$ cat src/rtl/asrt_evt_pkg.sv
package asrt_evt_pkg;

  // Operation applied to the status chain on a clock edge.
  typedef enum logic [1:0] {
    OP_CAPTURE = 2'd0,
    OP_SHIFT   = 2'd1,
    OP_CLEAR   = 2'd2
  } chain_op_e;

  // Group that owns a given fire line.
  function automatic int grp_of(input int idx, input int per_grp);
    return idx / per_grp;
  endfunction

endpackage

$ cat src/rtl/asrt_grp_cfg.sv
module asrt_grp_cfg #(
  parameter int NUM_GROUPS = 4
) (
  input  logic                  clk,
  input  logic                  rst_n,
  input  logic                  wr_i,
  input  logic [NUM_GROUPS-1:0] data_i,
  output logic [NUM_GROUPS-1:0] en_q
);

  // All groups start disabled.
  always_ff @(posedge clk or negedge rst_n) begin
    if (!rst_n)    en_q <= '0;
    else if (wr_i) en_q <= data_i;
  end

endmodule

$ cat src/rtl/asrt_fire_qual.sv
module asrt_fire_qual
  import asrt_evt_pkg::*;
#(
  parameter int NUM_GROUPS = 4,
  parameter int PER_GROUP  = 4,
  localparam int NUM_LINES = NUM_GROUPS * PER_GROUP,
  parameter logic [NUM_LINES-1:0] ERR_MASK = 16'h5555
) (
  input  logic [NUM_GROUPS-1:0] grp_en_i,
  input  logic [NUM_LINES-1:0]  fire_i,
  output logic [NUM_LINES-1:0]  hit_o,
  output logic                  err_hit_o
);

  logic [NUM_LINES-1:0] line_en;

  // Spread each group enable over the lines it owns.
  for (genvar i = 0; i < NUM_LINES; i++) begin : g_line
    assign line_en[i] = grp_en_i[grp_of(i, PER_GROUP)];
  end

  assign hit_o     = fire_i & line_en;
  assign err_hit_o = |(hit_o & ERR_MASK);

endmodule

$ cat src/rtl/asrt_status_chain.sv
module asrt_status_chain
  import asrt_evt_pkg::*;
#(
  parameter int NUM_LINES = 16
) (
  input  logic                 clk,
  input  logic                 rst_n,
  input  chain_op_e            op_i,
  input  logic                 scan_in_i,
  input  logic [NUM_LINES-1:0] hit_i,
  output logic [NUM_LINES-1:0] status_q,
  output logic                 scan_out_o
);

  logic [NUM_LINES-1:0] status_d;

  always_comb begin
    unique case (op_i)
      OP_CLEAR: status_d = '0;
      OP_SHIFT: status_d = {scan_in_i, status_q[NUM_LINES-1:1]};
      default:  status_d = status_q | hit_i;
    endcase
  end

  always_ff @(posedge clk or negedge rst_n) begin
    if (!rst_n) status_q <= '0;
    else        status_q <= status_d;
  end

  assign scan_out_o = status_q[0];

endmodule

$ cat src/rtl/asrt_stop_ctl.sv
module asrt_stop_ctl (
  input  logic clk,
  input  logic rst_n,
  input  logic clear_i,
  input  logic ack_i,
  input  logic shift_i,
  input  logic err_hit_i,
  output logic stop_q
);

  // Release beats a new request; shifting pauses new requests.
  always_ff @(posedge clk or negedge rst_n) begin
    if (!rst_n)                        stop_q <= 1'b0;
    else if (clear_i || ack_i)         stop_q <= 1'b0;
    else if (err_hit_i && !shift_i)    stop_q <= 1'b1;
  end

endmodule

$ cat src/rtl/asrt_evt_ctl.sv
module asrt_evt_ctl
  import asrt_evt_pkg::*;
#(
  parameter int NUM_GROUPS = 4,
  parameter int PER_GROUP  = 4,
  localparam int NUM_LINES = NUM_GROUPS * PER_GROUP,
  parameter logic [NUM_LINES-1:0] ERR_MASK = 16'h5555
) (
  input  logic                  clk,
  input  logic                  rst_n,
  input  logic [NUM_LINES-1:0]  fire_i,
  input  logic                  cfg_wr_i,
  input  logic [NUM_GROUPS-1:0] cfg_data_i,
  output logic [NUM_GROUPS-1:0] grp_en_o,
  input  logic                  clear_i,
  input  logic                  stop_ack_i,
  output logic                  stop_req_o,
  input  logic                  shift_en_i,
  input  logic                  scan_in_i,
  output logic                  scan_out_o
);

  logic [NUM_LINES-1:0] hit;
  logic                 err_hit;
  logic [NUM_LINES-1:0] status_q;
  chain_op_e            op;

  always_comb begin
    if (clear_i)         op = OP_CLEAR;
    else if (shift_en_i) op = OP_SHIFT;
    else                 op = OP_CAPTURE;
  end

  asrt_grp_cfg #(.NUM_GROUPS(NUM_GROUPS)) u_cfg (
    .clk    (clk),
    .rst_n  (rst_n),
    .wr_i   (cfg_wr_i),
    .data_i (cfg_data_i),
    .en_q   (grp_en_o)
  );

  asrt_fire_qual #(
    .NUM_GROUPS (NUM_GROUPS),
    .PER_GROUP  (PER_GROUP),
    .ERR_MASK   (ERR_MASK)
  ) u_qual (
    .grp_en_i  (grp_en_o),
    .fire_i    (fire_i),
    .hit_o     (hit),
    .err_hit_o (err_hit)
  );

  asrt_status_chain #(.NUM_LINES(NUM_LINES)) u_chain (
    .clk        (clk),
    .rst_n      (rst_n),
    .op_i       (op),
    .scan_in_i  (scan_in_i),
    .hit_i      (hit),
    .status_q   (status_q),
    .scan_out_o (scan_out_o)
  );

  asrt_stop_ctl u_stop (
    .clk       (clk),
    .rst_n     (rst_n),
    .clear_i   (clear_i),
    .ack_i     (stop_ack_i),
    .shift_i   (shift_en_i),
    .err_hit_i (err_hit),
    .stop_q    (stop_req_o)
  );

endmodule

$ cat config.mk
export PLATFORM = sky130hd
export DESIGN_NAME = asrt_evt_ctl
export DESIGN_NICKNAME = d
export VERILOG_FILES = /design/src/rtl/asrt_evt_pkg.sv /design/src/rtl/asrt_grp_cfg.sv /design/src/rtl/asrt_fire_qual.sv /design/src/rtl/asrt_status_chain.sv /design/src/rtl/asrt_stop_ctl.sv /design/src/rtl/asrt_evt_ctl.sv
export SDC_FILE = /design/constraint.sdc
export NUM_CORES = 1
export LEC_CHECK = 0
export BUFFER_PORTS_ARGS = -buffer_cell sky130_fd_sc_hd__buf_2
export CORE_UTILIZATION = 46
export CTS_BUF_LIST = sky130_fd_sc_hd__clkbuf_8
export DETAILED_ROUTE_END_ITERATION = 6
export GPL_TIMING_DRIVEN = 0
export PLACE_DENSITY_LB_ADDON = 0.3
export SLEW_MARGIN = 10
export SYNTH_ARGS = -nofsm -noshare
export SYNTH_HDL_FRONTEND = slang
export SYNTH_SLANG_ARGS = --single-unit
$ cat constraint.sdc
create_clock -name clk -period 0.95 [get_ports clk]
set_input_delay 0.1425 -clock clk [delete_from_list [all_inputs] [get_ports clk]]
set_output_delay 0.1425 -clock clk [all_outputs]
set_load 0.05 [all_outputs]
# Yosys cells after proc, flatten, opt, wreduce, memory -nomap -nowiden
# Cells that the tools add are included.
# op_classes
mux	5
eq_ne	2
bitwise_logic	2
n_reduce_logical	5
# op_table
operator	count
one-hot mux 16 bit (2 select lines)	1
bitwise AND 16 bit	1
OR 16 bit	1
OR reduction 8 bit	1
two-way mux 1 bit	3
equality test 2 x 1 -> 1 bit (second input constant)	1
equality test 2 bit (second input constant)	1
two-way mux 2 bit	1
nonzero test 2 bit	1
logical AND 1 bit	1
zero test 1 bit	1
logical OR 1 bit	1
# word_totals
elab_cells	17
out_inout_bits	6
reg_bits	21

# Depth between registers and ports, before layout
# Gate-level depths: netlist of the first run.
# depth
ltp_word	5
mapped_depth	3
mapped_depth_nobuf	3

# By module
# From an unflattened synthesis of the first run, not the netlist that was laid out.
# hier_totals
hier_cells	104
area_unflattened_um2	1149.9
# modules_own_cells
module	area_each_um2	cells_each	instances	seq_area_each_um2
asrt_status_chain	810.8	72	1	400.4
asrt_grp_cfg	145.1	8	1	100.1
asrt_fire_qual	130.1	19	1	0.0
asrt_stop_ctl	50.0	4	1	25.0
asrt_evt_ctl	13.8	1	1	0.0

# Worst setup path before layout of the first run
# Ideal clock, no wire load.
# synth_path
path_type	flip-flop to flip-flop
from	reg u_cfg.en_q[2]
to	reg u_stop.stop_q
t_required_ps	884
period_less_slack_ps	1246
arrival_time_ps	1180
path_slack_ps	-296
stages_incl_launch_ff	4
n_path_buf	0
path_cell_list	dfrtp_1 > o21ai_0 > a41oi_1 > o21a_1
# synth_between
elab_chain_len	4
# synth_rtl
element	line_no	text
start: declaration	asrt_grp_cfg.sv:8	output logic [NUM_GROUPS-1:0] en_q
start signal: assignment	asrt_grp_cfg.sv:14	else if (wr_i) en_q <= data_i;
bitwise AND 16 bit	asrt_fire_qual.sv:22	assign hit_o = fire_i & line_en;
OR reduction 8 bit	asrt_fire_qual.sv:23	assign err_hit_o = |(hit_o & ERR_MASK);
logical AND 1 bit	asrt_stop_ctl.sv:15	else if (err_hit_i && !shift_i) stop_q <= 1'b1;
nonzero test 2 bit (no line)	-	
end signal: assignment	asrt_stop_ctl.sv:13	if (!rst_n) stop_q <= 1'b0;
end signal: assignment	asrt_stop_ctl.sv:14	else if (clear_i || ack_i) stop_q <= 1'b0;
end signal: assignment	asrt_stop_ctl.sv:15	
end: declaration	asrt_stop_ctl.sv:8	output logic stop_q
# Every way passes these cells.
# A chain may end at the register's enable or synchronous reset.

# Worst setup path after layout of the first run
# layout_path
from	reg u_cfg.en_q[0]
to	out grp_en_o[0]
# layout_rtl
element	line_no	text
end: declaration	asrt_evt_ctl.sv:14	output logic [NUM_GROUPS-1:0] grp_en_o,
# No word-level cell between the ends.

==> run metrics, run 1 <==
met3 Usage GRT=0.0264; DRC violation total after the first TritonRoute iteration=10; R2R cell count=3; total instance count after detailed placement=between 100 and 150; worst rel slew slack=0.696; core region area=~2000 um^2; post-synthesis cell type with the largest combined area=dfrtp_1; worst reg2reg path startpoint=u_cfg.en_q[0]$_DFFE_PN0P_; count of antenna diodes in the layout=0; critical register-to-register path endpoint=u_chain.status_q[2]$_DFF_PN0_; area after detailed placement=1170 um^2; count of endpoints failing setup in the final report=14; Worst Hold Class=in2reg; global route overflow=0; weighted congestion at the end of routability-driven global placement=slightly below 0.8; ratio of final minimum period to clock period=1.09; pin count of the biggest net entering global routing=22; average cell area after synthesis=11.4 um^2; average via count per standard cell=5.42; area used by sequential logic in the layout=532 um^2; Reg2Reg Setup Slack=-0.04 ns; worst supply voltage drop on vdd=0.917 mV; endpoint class of the critical path=output port; Setup crit start kind=flip-flop; final hold violation count=0; Antenna Violating Nets Remaining=0; slowest stage delay, CP=0.47 ns; Final Net Count=155; number of global-route vias before repair=roughly 760; layout-stage area growth over the synthesis result=40.4%; total number of H-tree levels=1; Clk pin slew, worst setup/hold paths=0.08 ns; cells along the critical path=buf_6; Bufs and invs on worst path=1; buffer levels on the longest clock path=2; buffer type at the clock tree root=clkbuf_8; Syn. warnings=0; fraction of the yosys area taken by sequential cells=0.544; clock latency on the worst-skew pair=0.25 ns; cell count after synthesis=85; antenna violations before repair=0; cell area after synthesis=just under 1000 um^2; CTS tree=built; cell count along the critical path=1; busiest metal layer after global routing=met2; Worst Setup SP=u_cfg.en_q[0]$_DFFE_PN0P_; vertical die dimension=approximately 48 um; fraction of final layout cells sized beyond drive strength 1=0.535; IO buf count=31; total nets after synthesis=112; wire length of the first global-routing pass=about 3400 um; Cell Pwr Density=1530 nW/um^2; total I/O pin count=33; final worst slack=-0.0895 ns; detailed-route wire length=between 2000 and 2500 um; post-route clock skew=0.00557 ns; starting density of the core=0.492; Final HPWL DP=1470 um; shortest period the worst path allows=around 1.0 ns; count of different cell masters after synthesis=12; Max Cap Violations=0; highest attainable clock frequency=962 MHz; total of flip-flops plus latches after synthesis=21; GRT met2 Usage=0.338; Clock Sink Count=21; All-Layer GR Usage=0.217; Crit path required time=0.81 ns; RSZ-0062 raised after global routing=yes; Final Max Slew Viols=0; synth top area cells=dfrtp_1 (54%), a211oi_1 (12%), nor2b_1 (10%); area of the die=2290 um^2; kind of cell adding the most delay to the critical path=flip-flops; arrival time of data at the critical path endpoint=around 0.90 ns; Routed wire per std cell=14.9 um; violations in the final reports=setup timing; cell type of the slowest stage on the worst timing path=dfrtp_2; status=complete, but fails checks; total of fill cells in the finished design=165; total iterations of the first detailed-routing run=4; placement row count=16; Finished Layout Cells=between 150 and 200; die span in x=47.8 um; post-route cell area=1360 um^2; worst setup path endpoint=grp_en_o[0]; top cell type's share of synthesized area=0.544; Worst Tran Pin Value=~0.46 ns; count of vias placed by the detailed router=around 840; total power after layout=0.00208 W; static leakage=0.603 nW; critical path class=reg2out; number of buffers added by the clock tree synthesis step=3; Hold Crit Depth=2; area used by multi-input combinational logic=453 um^2; crit path max fanout=6; DRC viols=0; met1 GRT Util=0.323
==> what timing repair did <==
action,in CTS,in global routing
hold buffers,1,0
pin swaps,1,4
resized for setup,20,4
endpoints found under the hold margin,21,0
buffers inserted,5,1
setup endpoints to repair,7,20
==> routing by layer <==
layer  vias up  wire length (um)
met4         0                 6
met2        28              1130
met3         2               100
met1       407              1060
li1        398                 -
met5         -                 0
==> Yosys cell counts <==
| master | number |
|---|---|
| nor3_1 | 11 |
| nor3_2 | 5 |
| o21a_1 | 1 |
| dfrtp_1 | 21 |
| nor2_1 | 1 |
| buf_4 | 2 |
| a41oi_1 | 1 |
| buf_2 | 3 |
| o21ai_0 | 4 |
| a211oi_1 | 16 |
| mux2_2 | 4 |
| nor2b_1 | 16 |
==> how the worst min path moves through the flow <==
| stage | startpoint | endpoint |
|---|---|---|
| 2_1_floorplan | rst_n | u_cfg.en_q[0]$_DFFE_PN0P_ |
| 3_3_place_gp | rst_n | u_chain.status_q[11]$_DFF_PN0_ |
| 3_5_place_dp | rst_n | u_stop.stop_q$_DFFE_PN0P_ |
| 4_1_cts | cfg_data_i[1] | u_cfg.en_q[1]$_DFFE_PN0P_ |
| 5_1_grt | cfg_data_i[1] | u_cfg.en_q[1]$_DFFE_PN0P_ |
| 6_report | cfg_data_i[1] | u_cfg.en_q[1]$_DFFE_PN0P_ |
==> flip-flops by register name (all words and copies together), names as in the netlist <==
name	flops
u_cfg.en_q	4
u_stop.stop_q	1
u_chain.status_q	16
==> report_power, final <==
part / leakage (nW) / internal, W / switching [W]
Clock: 0.0269 / 0.000287 / 0.000269
Combinational: 0.312 / 0.000230 / 0.000253
Sequential: 0.264 / 0.000969 / 0.0000739
==> kinds of logic (layout without fill, tap and decap cells) <==
family	Yosys count	after routing	share of synthesized area
AOI/OAI and AO/OA	22	22	0.162
buffers and inverters	5	47	0.0311
DFF	21	21	0.544
muxes	4	4	0.0466
and+or+nand+nor	33	33	0.216
==> placed cells by master, fill, tap and decap left out <==
master / synthesis / final
mux2_2: 4 / 4
nor2b_1: 16 / 16
buf_4: 2 / 4
a211oi_1: 16 / 9
a41oi_1: 1 / 1
inv_1: 0 / 1
a211oi_2: 0 / 7
nor3_1: 11 / 11
nor3_2: 5 / 5
o21ai_1: 0 / 2
buf_2: 3 / 28
o21ai_2: 0 / 2
dlygate4sd3_1: 0 / 1
clkbuf_8: 0 / 3
buf_6: 0 / 10
nor2_1: 1 / 1
dfrtp_1: 21 / 16
dfrtp_2: 0 / 5
o21a_1: 1 / 1
==> layout make-up <==
class / count / area share
sequential: 21 / 0.392
multi-input combinational: 59 / 0.334
timing repair buffer: 38 / 0.194
clock buffer: 3 / 0.0304
tap: 27 / 0.0249
buffer: 5 / 0.0221
clock inverter: 1 / 0.00277
==> stage by stage <==
| step | TNS, ns | hold slack, ns | util | worst slack [ns] |
|---|---|---|---|---|
| finish | -0.513 | 0.114 | 0.691 | -0.0895 |
| global placement | -0.0441 | 0.122 | 0.594 | -0.0441 |
| global route | -0.994 | 0.127 | 0.691 | -0.107 |
| CTS | -0.365 | 0.112 | 0.679 | -0.0753 |
| detailed placement | -0.0533 | 0.126 | 0.594 | -0.0533 |
| floorplan | -0.266 | -0.153 | - | -0.0808 |
Power figures use the tool's default switching activity.
==> run 2: changes to the inputs <==
CORE_UTILIZATION = 49   (was 46)
clock period = 1.02 ns   (was 0.95 ns; I/O delays follow)
==> run 2 against run 1 <==
Compared with the run above: the run still ends with setup timing left; worst hold slack better by 0.0071 ns; critical path depth unchanged; via count up 2.5%; final cell count shrank 2.6%; sequential power decreased by 7%; combinational power fell by 8.1%; first-iteration DRC count down 50%; largest cell class unchanged; largest power group unchanged; highest routed layer unchanged.
==> run metrics, run 2 (same netlist as run 1, synthesis figures left out) <==
Hold Crit Depth=2; R2R cell count=3; area used by sequential logic in the layout=532 um^2; arrival time of data at the critical path endpoint=between 0.8 and 0.9 ns; antenna violations before repair=0; total number of H-tree levels=1; pin count of the biggest net entering global routing=22; count of vias placed by the detailed router=856; wire length of the first global-routing pass=3880 um; Worst Tran Pin Value=0.460 ns; IO buf count=31; crit path max fanout=6; Bufs and invs on worst path=1; worst supply voltage drop on vdd=a little under 1 mV; total I/O pin count=33; core region area=1780 um^2; weighted congestion at the end of routability-driven global placement=0.777; number of buffers added by the clock tree synthesis step=3; Final Net Count=153; number of global-route vias before repair=860; worst reg2reg path startpoint=u_cfg.en_q[0]$_DFFE_PN0P_; Worst Hold Class=in2reg; Crit path required time=about 0.87 ns; detailed-route wire length=2390 um; most common cell after layout, fill and taps aside=buf_2; fraction of final layout cells sized beyond drive strength 1=0.536; endpoint class of the critical path=output port; buffer type at the clock tree root=clkbuf_8; buffer levels on the longest clock path=2; violations in the final reports=setup timing; most frequent cells in the layout=buf_2 (28), nor2b_1 (16), dfrtp_1 (16); count of endpoints failing setup in the final report=4; startpoint of the worst hold path=cfg_data_i[1]; Antenna Violating Nets Remaining=0; clock latency on the worst-skew pair=0.26 ns; Clock Sink Count=21; Largest register FFs=16; total power after layout=0.00194 W; post-route clock skew=0.00336 ns; placement row count=15; cells along the critical path=buf_6; die span in x=46.4 um; vertical die dimension=46.4 um; Final HPWL DP=1540 um; kind of cell adding the most delay to the critical path=flip-flops; DRC violation total after the first TritonRoute iteration=5; Routed met3 length=93 um; highest attainable clock frequency=955 MHz; layout-stage area growth over the synthesis result=38.5%; average via count per standard cell=about 5.7; top register by number of flip-flops=u_chain.status_q; Met1 Routed Length=1020 um; area of the die=~2200 um^2; Max Cap Violations=0; Total Neg Setup Slack=-0.0732 ns; ratio of final minimum period to clock period=1.03; critical path class=reg2out; RSZ-0062 raised after global routing=yes; starting density of the core=0.542; Cell Pwr Density=1450 nW/um^2; final hold violation count=0; area used by multi-input combinational logic=467 um^2; All-Layer GR Usage=0.265; total iterations of the first detailed-routing run=4; cell count along the critical path=1; shortest period the worst path allows=1.05 ns; count of antenna diodes in the layout=0; DRC viols=0; total of fill cells in the finished design=129; met2 layer wire length in the routed design=1220 um; cell type of the slowest stage on the worst timing path=dfrtp_2; critical register-to-register path endpoint=u_stop.stop_q$_DFFE_PN0P_; Setup crit start kind=flip-flop; static leakage=between 0.5 and 0.6 nW; final worst slack=-0.0274 ns; Regs by FF count=u_chain.status_q x16, u_cfg.en_q x4, u_stop.stop_q x1; destination of the worst hold path=u_cfg.en_q[1]$_DFFE_PN0P_; worst rel slew slack=0.693; Clk pin slew, worst setup/hold paths=around 0.070 ns; Routed wire per std cell=roughly 16 um; highest metal layer with signal wires=met4; Reg2Reg Setup Slack=0 ns; slowest stage delay, CP=around 0.46 ns; Final Max Slew Viols=0; global route overflow=0; status=complete, but fails checks; CTS tree=built
[run 2: changes by cell type in the layout (fill, tap and decap cells not counted), sizes merged]
cell  delta
buf      -2
[run 2: report_power, final]
part | internal [W] | switching (W) | total, W | leakage (nW)
clock | 0.000268 | 0.000259 | 0.000527 | 0.0269
sequential | 0.000902 | 0.0000701 | 0.000972 | 0.264
combinational | 0.000203 | 0.000241 | 0.000444 | 0.300
[run 2: repair_timing]
| item | 4_1_cts | 5_1_grt |
|---|---|---|
| resized for setup | 12 | 12 |
| buffers inserted | 4 | 0 |
| hold buffers | 1 | 0 |
| pin swaps | 0 | 3 |
| setup endpoints to repair | 6 | 15 |
| hold endpoints to repair | 21 | 0 |
[run 2: cell type report]
| cell class | instances | area share |
|---|---|---|
| multi-input cells | 59 | 0.349 |
| well taps | 25 | 0.0234 |
| clock buffers | 3 | 0.0309 |
| repair buffers | 36 | 0.174 |
| plain buffers | 5 | 0.0225 |
| flip-flops and latches | 21 | 0.398 |
| clock inverters | 1 | 0.00281 |
[run 2: per-stage QoR]
| step | setup slack [ns] | instances | hold WS [ns] | util | cell area [um^2] |
|---|---|---|---|---|---|
| final | -0.0274 | 150 | 0.121 | 0.750 | 1340 |
| after global routing | -0.0599 | 150 | 0.116 | 0.750 | 1340 |
| after CTS | -0.0166 | 150 | 0.122 | 0.720 | 1280 |
| after detailed placement | 0.0159 | 141 | 0.136 | 0.650 | 1160 |
| after global placement | 0.0288 | 141 | 0.132 | 0.650 | 1160 |
| after floorplan | -0.0150 | 85 | -0.143 | - | 972 |
[run 2: per-layer routing]
layer | GRT usage | vias up
li1 | - | 392
met1 | 0.343 | 432
met2 | 0.431 | 26
met3 | 0.0392 | 6
met4 | 0.124 | 0
met5 | 0 | -
[run 2: worst max path at each step]
stage / start / end / slack, ns
finish: u_cfg.en_q[0]$_DFFE_PN0P_ / grp_en_o[0] / -0.03
detailed placement: u_cfg.en_q[3]$_DFFE_PN0P_ / u_stop.stop_q$_DFFE_PN0P_ / 0.02
global route: u_cfg.en_q[3]$_DFFE_PN0P_ / grp_en_o[3] / -0.06
global placement: u_cfg.en_q[3]$_DFFE_PN0P_ / u_stop.stop_q$_DFFE_PN0P_ / 0.03
floorplan: u_cfg.en_q[0]$_DFFE_PN0P_ / u_stop.stop_q$_DFFE_PN0P_ / -0.01
CTS: u_cfg.en_q[3]$_DFFE_PN0P_ / grp_en_o[3] / -0.02
==> run 3: changes to the inputs <==
REMOVE_ABC_BUFFERS = 1   (was unset)
==> run 3 against run 2 <==
Compared with the run above: the run still ends with setup timing left; worst hold slack got worse by 0.00083 ns; power down 2.2%; non-clock buffer count decreased by 4; register-to-register slack is essentially flat; sequential power is 1% lower; sequential share of layout area up 1.6 points; global-route usage is 5.1 points lower; largest cell class unchanged; largest power group unchanged.
==> run metrics, run 3 (same netlist as run 1, synthesis figures left out) <==
status=complete, but fails checks; violations in the final reports=setup timing; Antenna Violating Nets Remaining=0; Clock Sink Count=21; startpoint of the worst hold path=cfg_data_i[1]; Final HPWL DP=1330 um; number of buffers added by the clock tree synthesis step=3; slowest stage delay, CP=0.46 ns; total power after layout=0.00190 W; most frequent cells in the layout=buf_2 (26), dfrtp_1 (17), nor2b_1 (16); layout-stage area growth over the synthesis result=32.6%; Setup crit start kind=flip-flop; shortest period the worst path allows=1.05 ns; Worst Tran Pin Value=0.552 ns; post-route clock skew=between 0.004 and 0.005 ns; total I/O pin count=33; Max Cap Violations=0; detailed-route wire length=approximately 2100 um; arrival time of data at the critical path endpoint=between 0.8 and 0.9 ns; buffer levels on the longest clock path=2; static leakage=0.568 nW; endpoint class of the critical path=output port; total iterations of the first detailed-routing run=5; placement row count=15; pin count of the biggest net entering global routing=34; IO buf count=32; antenna violations before repair=0; Crit path required time=about 0.87 ns; area of the die=2150 um^2; most common cell after layout, fill and taps aside=buf_2; R2R cell count=3; DRC violation total after the first TritonRoute iteration=5; worst reg2reg path startpoint=u_cfg.en_q[0]$_DFFE_PN0P_; weighted congestion at the end of routability-driven global placement=0.736; Final Max Slew Viols=0; total of fill cells in the finished design=150; final hold violation count=0; area used by multi-input combinational logic=440 um^2; Total Neg Setup Slack=-0.0298 ns; destination of the worst hold path=u_cfg.en_q[1]$_DFFE_PN0P_; fraction of final layout cells sized beyond drive strength 1=0.479; top register by number of flip-flops=u_chain.status_q; vertical die dimension=~46 um; critical path class=reg2out; core region area=1780 um^2; Largest register FFs=16; count of vias placed by the detailed router=792; total number of H-tree levels=1; average via count per standard cell=approximately 5.4; ratio of final minimum period to clock period=1.03; Cell Pwr Density=1480 nW/um^2; kind of cell adding the most delay to the critical path=flip-flops; Hold Crit Depth=2; wire length of the first global-routing pass=3140 um; DRC viols=0; area used by sequential logic in the layout=531 um^2; Clk pin slew, worst setup/hold paths=roughly 0.08 ns; count of antenna diodes in the layout=0; Final Net Count=149; All-Layer GR Usage=0.214; Reg2Reg Setup Slack=roughly 0.010 ns; Worst Hold Class=in2reg; count of endpoints failing setup in the final report=2; critical register-to-register path endpoint=u_stop.stop_q$_DFFE_PN0P_; CTS tree=built; post-placement setup slack=0.00979 ns; cells along the critical path=buf_6; cell type of the slowest stage on the worst timing path=dfrtp_2; die span in x=46.4 um; Bufs and invs on worst path=1; Regs by FF count=u_chain.status_q x16, u_cfg.en_q x4, u_stop.stop_q x1; crit path max fanout=7; Routed wire per std cell=between 10 and 15 um; number of global-route vias before repair=718; final core utilization=0.719; worst rel slew slack=0.632; buffer type at the clock tree root=clkbuf_8; global route overflow=0; worst supply voltage drop on vdd=0.867 mV; RSZ-0062 raised after global routing=yes; final worst slack=-0.0258 ns; starting density of the core=0.542; highest attainable clock frequency=~960 MHz; clock latency on the worst-skew pair=0.26 ns
-- run 3: timing repair --
| item | in CTS | in global routing |
|---|---|---|
| setup endpoints to repair | 5 | 12 |
| buffers inserted | 4 | 0 |
| hold buffers | 1 | 0 |
| endpoints found under the hold margin | 21 | 0 |
| pin swaps | 0 | 0 |
| gates resized for setup | 15 | 7 |
-- run 3: how the worst max path moves through the flow --
stage,cells past startpoint,slack [ns],from,to
2_1_floorplan,3,-0.23,u_cfg.en_q[2]$_DFFE_PN0P_,u_stop.stop_q$_DFFE_PN0P_
3_3_place_gp,3,0.03,u_cfg.en_q[3]$_DFFE_PN0P_,u_stop.stop_q$_DFFE_PN0P_
3_5_place_dp,3,0.01,u_cfg.en_q[0]$_DFFE_PN0P_,u_stop.stop_q$_DFFE_PN0P_
4_1_cts,1,-0.02,u_cfg.en_q[0]$_DFFE_PN0P_,grp_en_o[0]
5_1_grt,1,-0.04,u_cfg.en_q[0]$_DFFE_PN0P_,grp_en_o[0]
6_report,1,-0.03,u_cfg.en_q[0]$_DFFE_PN0P_,grp_en_o[0]
-- run 3: power by group --
group | switching, W | leakage [nW] | internal [W]
registers | 0.0000576 | 0.265 | 0.000901
clock network | 0.000263 | 0.0269 | 0.000268
logic | 0.000225 | 0.276 | 0.000185
-- run 3: cell type report --
cell class | instances | share of cell area
multi-input combinational | 59 | 0.344
timing repair buffer | 37 | 0.183
sequential | 21 | 0.414
tap | 25 | 0.0244
clock inverter | 1 | 0.00293
clock buffer | 3 | 0.0322
-- run 3: layer usage --
metal	part of all wire	vias to the layer above	GRT usage
li1	-	388	-
met4	0.016	0	0.106
met3	0.041	4	0.0353
met1	0.46	373	0.273
met5	0	-	0
met2	0.48	27	0.347
-- run 3: stage by stage --
stage	hold slack, ns	cell area (um^2)	cells
after CTS	0.116	1250	146
after global routing	0.113	1280	146
after global placement	0.129	1130	137
after detailed placement	0.135	1130	137
final	0.120	1280	146
after floorplan	-0.143	936	80
